File: src/rtl/serial_dac_tx.sv
module serial_dac_tx #(
  parameter int DIV        = 100,
  parameter int FRAME_BITS = 49,
  parameter int WORD_W     = 16,
  parameter int NWORDS     = 3,
  parameter bit PAD_BIT    = 1'b0
) (
  input  logic              clk,
  input  logic              rst,
  input  logic              en,
  input  logic [WORD_W-1:0] word_data,
  input  logic              word_valid,
  output logic              word_ready,
  output logic              sclk,
  output logic              sdata,
  output logic              tag,
  output logic              busy
);
  localparam int HALF  = DIV / 2;
  localparam int DIV_W = $clog2(DIV);
  localparam int CNT_W = $clog2(FRAME_BITS + 1);
  localparam int WC_W  = $clog2(NWORDS + 1);
  localparam int PAY_W = WORD_W * NWORDS;
  localparam int PAD_W = FRAME_BITS - PAY_W;

  logic [DIV_W-1:0]      div_cnt;
  logic [DIV_W-1:0]      div_nxt;
  logic                  sclk_r;
  logic [WC_W-1:0]       wcnt;
  logic [PAY_W-1:0]      payload;
  logic [FRAME_BITS-1:0] shreg;
  logic [CNT_W-1:0]      bits_left;
  logic                  tag_r;
  logic                  step;
  logic                  take;
  logic                  full;

  assign div_nxt    = (div_cnt == DIV_W'(DIV - 1)) ? '0 : div_cnt + 1'b1;
  assign step       = (div_cnt == DIV_W'(HALF - 1));
  assign full       = (wcnt == WC_W'(NWORDS));
  assign word_ready = en && !full;
  assign take       = word_ready && word_valid;

  assign sclk  = sclk_r;
  assign sdata = shreg[FRAME_BITS-1];
  assign tag   = tag_r;
  assign busy  = (wcnt != '0) || (bits_left != '0);

  always_ff @(posedge clk) begin
    if (rst) begin
      div_cnt   <= '0;
      sclk_r    <= 1'b1;
      wcnt      <= '0;
      payload   <= '0;
      shreg     <= '0;
      bits_left <= '0;
      tag_r     <= 1'b0;
    end else begin
      div_cnt <= div_nxt;
      sclk_r  <= (div_nxt < DIV_W'(HALF));

      if (take) begin
        for (int i = 0; i < NWORDS; i++)
          if (wcnt == WC_W'(i)) payload[i*WORD_W +: WORD_W] <= word_data;
        wcnt <= wcnt + 1'b1;
      end

      if (step) begin
        if (bits_left > CNT_W'(1)) begin
          shreg     <= {shreg[FRAME_BITS-2:0], 1'b0};
          bits_left <= bits_left - 1'b1;
          tag_r     <= (bits_left == CNT_W'(2));
        end else if (full) begin
          shreg     <= {{PAD_W{PAD_BIT}}, payload};
          bits_left <= CNT_W'(FRAME_BITS);
          wcnt      <= '0;
          tag_r     <= 1'b0;
        end else begin
          shreg     <= '0;
          bits_left <= '0;
          tag_r     <= 1'b0;
        end
      end
    end
  end
endmodule

File: config.mk
export PLATFORM = sky130hd
export DESIGN_NAME = serial_dac_tx
export DESIGN_NICKNAME = d
export VERILOG_FILES = /design/src/rtl/serial_dac_tx.sv
export SDC_FILE = /design/constraint.sdc
export NUM_CORES = 1
export LEC_CHECK = 0
export ABC_AREA = 1
export BUFFER_PORTS_ARGS = -buffer_cell sky130_fd_sc_hd__buf_2
export CORE_MARGIN = 2
export CORE_UTILIZATION = 50
export CTS_BUF_LIST = sky130_fd_sc_hd__clkbuf_2
export DETAILED_ROUTE_END_ITERATION = 6
export PLACE_DENSITY = 0.67
export SKIP_LAST_GASP = 1
export SLEW_MARGIN = 30
export SYNTH_ARGS = -nofsm -noshare
export SYNTH_HDL_FRONTEND = slang
export SYNTH_SLANG_ARGS = --single-unit
File: constraint.sdc
create_clock -name clk -period 2.25 [get_ports clk]
set_clock_uncertainty 0.05 [all_clocks]
set_input_delay 0.45 -clock clk [delete_from_list [all_inputs] [get_ports clk]]
set_output_delay 0.45 -clock clk [all_outputs]
set_load 0.1 [all_outputs]
**Word-level counts from Yosys, hierarchy flattened**

Index checks and enable logic that the tools add are counted.

- Flip-flop bits (word level): 114
- Input bits: 20
- Output and inout port bits: 5
- Logic and storage cells: 40

- $add $sub $neg: 3
- Magnitude comparators: 2
- Equal/unequal tests: 6
- Mux-type cells: 10
- Reductions and logical operators: 10

Operators with widths:

| kind | number |
|---|---|
| 49-bit 2-to-1 mux | 1 |
| 48-bit 2-to-1 mux | 1 |
| 6-bit 2-to-1 mux | 2 |
| 2-bit 2-to-1 mux | 4 |
| 7-bit by 1-bit adder with 7-bit output (second input constant) | 1 |
| 7-bit by 6-bit equality test with 1-bit output (second input constant) | 1 |
| 7-bit equality test (second input constant) | 1 |
| 7-bit by 6-bit < comparator with 1-bit output (second input constant) | 1 |
| 7-bit 2-to-1 mux | 1 |
| 6-bit by 2-bit equality test with 1-bit output (second input constant) | 1 |
| 6-bit by 1-bit greater-than comparator with 1-bit output (second input constant) | 1 |
| 2-bit AND reduction | 3 |
| 6-bit nonzero test | 1 |
| 6-bit by 1-bit subtractor with 6-bit output (second input constant) | 1 |
| 2-bit equality test (second input constant) | 2 |
| 2-bit by 1-bit adder with 2-bit output (second input constant) | 1 |
| 2-bit by 1-bit equality test with 1-bit output (second input constant) | 1 |
| 1-bit logical AND | 2 |
| 2-bit zero test | 1 |
| 2-bit nonzero test | 1 |
| 1-bit zero test | 1 |
| 1-bit logical OR | 1 |
| 1-bit 2-to-1 mux | 1 |

**Logic depth before layout (Yosys ltp)**

- Depth in word-level cells: 8
- Depth in mapped cells: 11
- Gate-level depth less buffers: 10

**Worst setup path after synthesis**

OpenSTA, ideal clock, no wires.

- Path kind: register -> output
- Start: reg wcnt[0]
- End: out busy
- Arrival time: 2,030 ps
- Required time: 1,750 ps
- Path slack: -280 ps
- Cell stages (with the launch flop): 6
- Path buffers: 2
- Path through: dfxtp_1 -> inv_1 -> ha_1 -> clkbuf_1 -> clkbuf_1 -> nand4_1

- Word-level cells in the longest chain between the ends: 2

Ends and longest elaborated chain:

| what | line | RTL |
|---|---|---|
| from (decl) | 29 | `logic [WC_W-1:0] wcnt;` |
| from (signal assigned) | 65 | `wcnt <= wcnt + 1'b1;` |
| 2-bit nonzero test | 47 | `assign busy = (wcnt != '0) \|\| (bits_left != '0);` |
| 1-bit logical OR | 47 |  |
| to (decl) | 17 | `output logic busy` |

Every way passes these cells.

**Final worst setup path**

Same ends and word-level chain as after synthesis.

==> impl_metrics.json <==
{
  "max_slew.worst_pin.slew_ns": 0.846,
  "sw_frac_of_total_pct": 26.6,
  "cts_made_buffers": 17,
  "synthTopCellsByArea": "dfxtp_1 41%, nand2_1 20%, a21oi_1 7.9%",
  "syn2layout_area_growth_pct": 9.63,
  "num_vias": 5201,
  "core_area_um2": 10900,
  "syn_nets": 856,
  "clk_pin_slew_ns": 0.17,
  "ant_nets": 0,
  "combPwrFrac_pct": 7.9,
  "avgSynthCellArea_um2": 6.78,
  "insertion_delay_ns": 0.68,
  "hold_depth": 5,
  "pwr-share-clk_pct": 36.6,
  "ir_worst_vdd_mv": 0.533,
  "layout_min_cycle_time_ns": 2.15,
  "crit_path_end_kind": "output pin",
  "die_w_um": 110,
  "worstPathCellList": "inv_4, ha_4, nand4_1, buf_12",
  "internal_power_mw": 2.75,
  "first_global_vias": 4787,
  "p_leak_nw": 2.69,
  "ioPinCount": 25,
  "cp_max_fo": 3,
  "cp.arrival_ns": 1.65,
  "fin_setup_tns_ns": 0,
  "cp.required_ns": 1.75,
  "ys_seq_area_share_pct": 40.8,
  "grt_max_degree": 62,
  "drc_errors": 0,
  "p_per_area_nw_per_um2": 609,
  "synth.distinct_cells": 25,
  "drive_gt1_share_pct": 11.9,
  "die-area_um2": 12100,
  "diodes": 0,
  "wl_per_cell_um": 13.7,
  "critPathLaunchType": "flip-flop",
  "r2r_end": "payload[47]",
  "firstDrtPassIters": 5,
  "yosys.area.top_type": "dfxtp_1",
  "setup_viol": 0,
  "ff_latch_area_um2": 2290,
  "reg2regPathDepth": 7,
  "crit_type": "flip-flop to output pin",
  "avgViaCountPerCell": 5.22,
  "initial_utilization_pct": 51.4,
  "hp-class": "input port to flip-flop",
  "maxCapViolCount": 0,
  "dieHeight_um": 110,
  "drt_iter0_drc": 507,
  "worst_path_max_delay_cell": "dfxtp_2",
  "layout.nets": 874,
  "hpwl_um": 8590,
  "reg2reg_from": "wcnt[0]",
  "slew_headroom_pct": 43.5,
  "multi_input_area_um2": 2700,
  "timing.fmax_ghz": 0.466,
  "gp_congestion": 0.866,
  "nFillCells": 1064,
  "pwr-share-seq_pct": 55.5,
  "yosysWarningCount": 0,
  "final-hold-violation-count": 0,
  "cts_tree": "built",
  "cts.sinks": 114,
  "grt_pass1_wl_um": 22800,
  "stdcell_count": 996,
  "grt_overflow": 0,
  "worst_slack_ns": 0.103,
  "ys_seq_elements": 114,
  "grt_util_all_layers_pct": 24.4,
  "synth.top_cell.area_share_pct": 40.8,
  "place_inst": 947,
  "status": "finished, final reports clean",
  "hold_ws_ns": 0.149,
  "antenna_found_initial": 0,
  "h-tree-depth": 4,
  "rrSetupSlack_ns": 0.25,
  "cts_root_buffer": "clkbuf_2",
  "slew_viol_final": 0,
  "totalWireLength_um": 13700,
  "rsz0062_at_grt": "yes",
  "clk_path_buf_depth": 2,
  "switchingPower_mw": 0.996,
  "netlist_instances": 826,
  "hold_start": "word_valid",
  "io_buffers": 24,
  "holdPathEnd": "wcnt[1]",
  "dp_slack_ns": 0.327,
  "netlist_area_um2": 5600,
  "fin_util_pct": 56.4,
  "cpPeakStageDelay_ns": 0.38,
  "rows": 38,
  "fin_crit_sh_pct": 95.4
}
kinds of logic (layout without fill, tap and decap cells):
logic type,count (synthesis),in the layout,share of synthesized area (%)
XOR/XNOR,3,3,0.469
AND/OR/NAND/NOR,470,470,36.6
adder cells (fa/ha/maj),10,10,2.23
buffers and inverters,134,164,11.4
AO/OA/AOI/OAI,95,95,8.49
flip-flops,114,114,40.8
worst max-delay path: cells and delay by family, from the launching register on:
kind / cells / cell delay, ns
adder cells (fa/ha/maj): 1 / 0.14
buffers and inverters: 2 / 0.28
flip-flops: 1 / 0.38
AND/OR/NAND/NOR: 1 / 0.16
sequential cells by signal, summed over array words and instances (netlist names):
name and count:
bits_left 6, payload 48, shreg 49, sclk 1, div_cnt 7, tag 1, wcnt 2
routing by layer:
| layer | up-vias | wire length (um) | GRT usage [%] |
|---|---|---|---|
| li1 | 2672 | - | - |
| met1 | 2373 | 6190 | 30.7 |
| met2 | 131 | 6480 | 39.4 |
| met3 | 25 | 685 | 6.58 |
| met4 | 0 | 315 | 9.76 |
| met5 | - | 0 | 0 |
area by class of cell:
class                      instances  area share [%]
clock buffer                      17            1.39
clock inverter                    14            2.38
inverter                          74            4.56
multi-input combinational        578            44.0
sequential                       114            37.3
tap                              140            2.85
timing repair buffer              59            7.58
cell usage in the layout (no fill, tap or decap), types with 2 or more instances in the layout:
cell type	Yosys	layout
xor2_1	3	3
nand4_1	39	39
inv_2	5	8
nand3b_1	2	2
o21ai_1	4	4
nand2_1	299	299
nor2_2	4	2
clkinv_2	0	6
ha_1	10	9
nor2_1	39	39
o21ai_0	3	3
buf_2	20	22
nand3_1	73	73
buf_12	0	3
dfxtp_2	0	4
inv_1	61	57
dfxtp_1	114	110
dlygate4sd3_1	0	16
bufinv_16	0	3
buf_4	9	18
clkinvlp_4	0	2
a21oi_1	88	88
nor2_4	1	3
clkinv_1	8	11
nand3_2	11	11
clkbuf_2	0	17
Yosys cell counts (all sizes together):
library cell and number:
nand3b 2, inv 66, nor3 1, nand2 300, dfxtp 114, nor2 44
o21ai 7, xor2 3, a21oi 88, clkinv 8, buf 40, ha 10
nand3 84, nand4 39, clkbuf 20
worst max-delay path by stage:
stage	from	endpoint	slack, ns	depth (start not counted)
finish	wcnt[0]	busy	0.10	4
global route	wcnt[1]	busy	-0.05	4
CTS	bits_left[1]	busy	0.0002	4
detailed placement	en	payload[10]	0.33	8
global placement	en	payload[47]	0.36	8
floorplan	wcnt[0]	busy	-0.09	5
what timing repair did:
| item | in CTS | in global routing |
|---|---|---|
| endpoints found under the hold margin | 44 | 0 |
| pin swaps | 2 | 3 |
| gates resized for setup | 14 | 5 |
| setup buffers | 0 | 2 |
| hold buffers | 16 | 0 |
| cloned | 0 | 0 |
| endpoints found under the setup margin | 2 | 2 |
through the flow:
stage,total power [mW],area (um^2)
after detailed placement,2.37,5680
final,3.74,6140
after global routing,3.89,6140
after global placement,2.36,5680
after CTS,3.76,6110
after floorplan,2.29,5610
power by group through the flow:
stage | registers [mW] | clock network (mW) | logic, mW
after floorplan | 2.11 | 0 | 0.175
after global placement | 2.12 | 0 | 0.245
after detailed placement | 2.12 | 0 | 0.251
after CTS | 2.07 | 1.40 | 0.287
after global routing | 2.08 | 1.48 | 0.323
final | 2.08 | 1.37 | 0.296
Power figures use the tool's default switching activity.
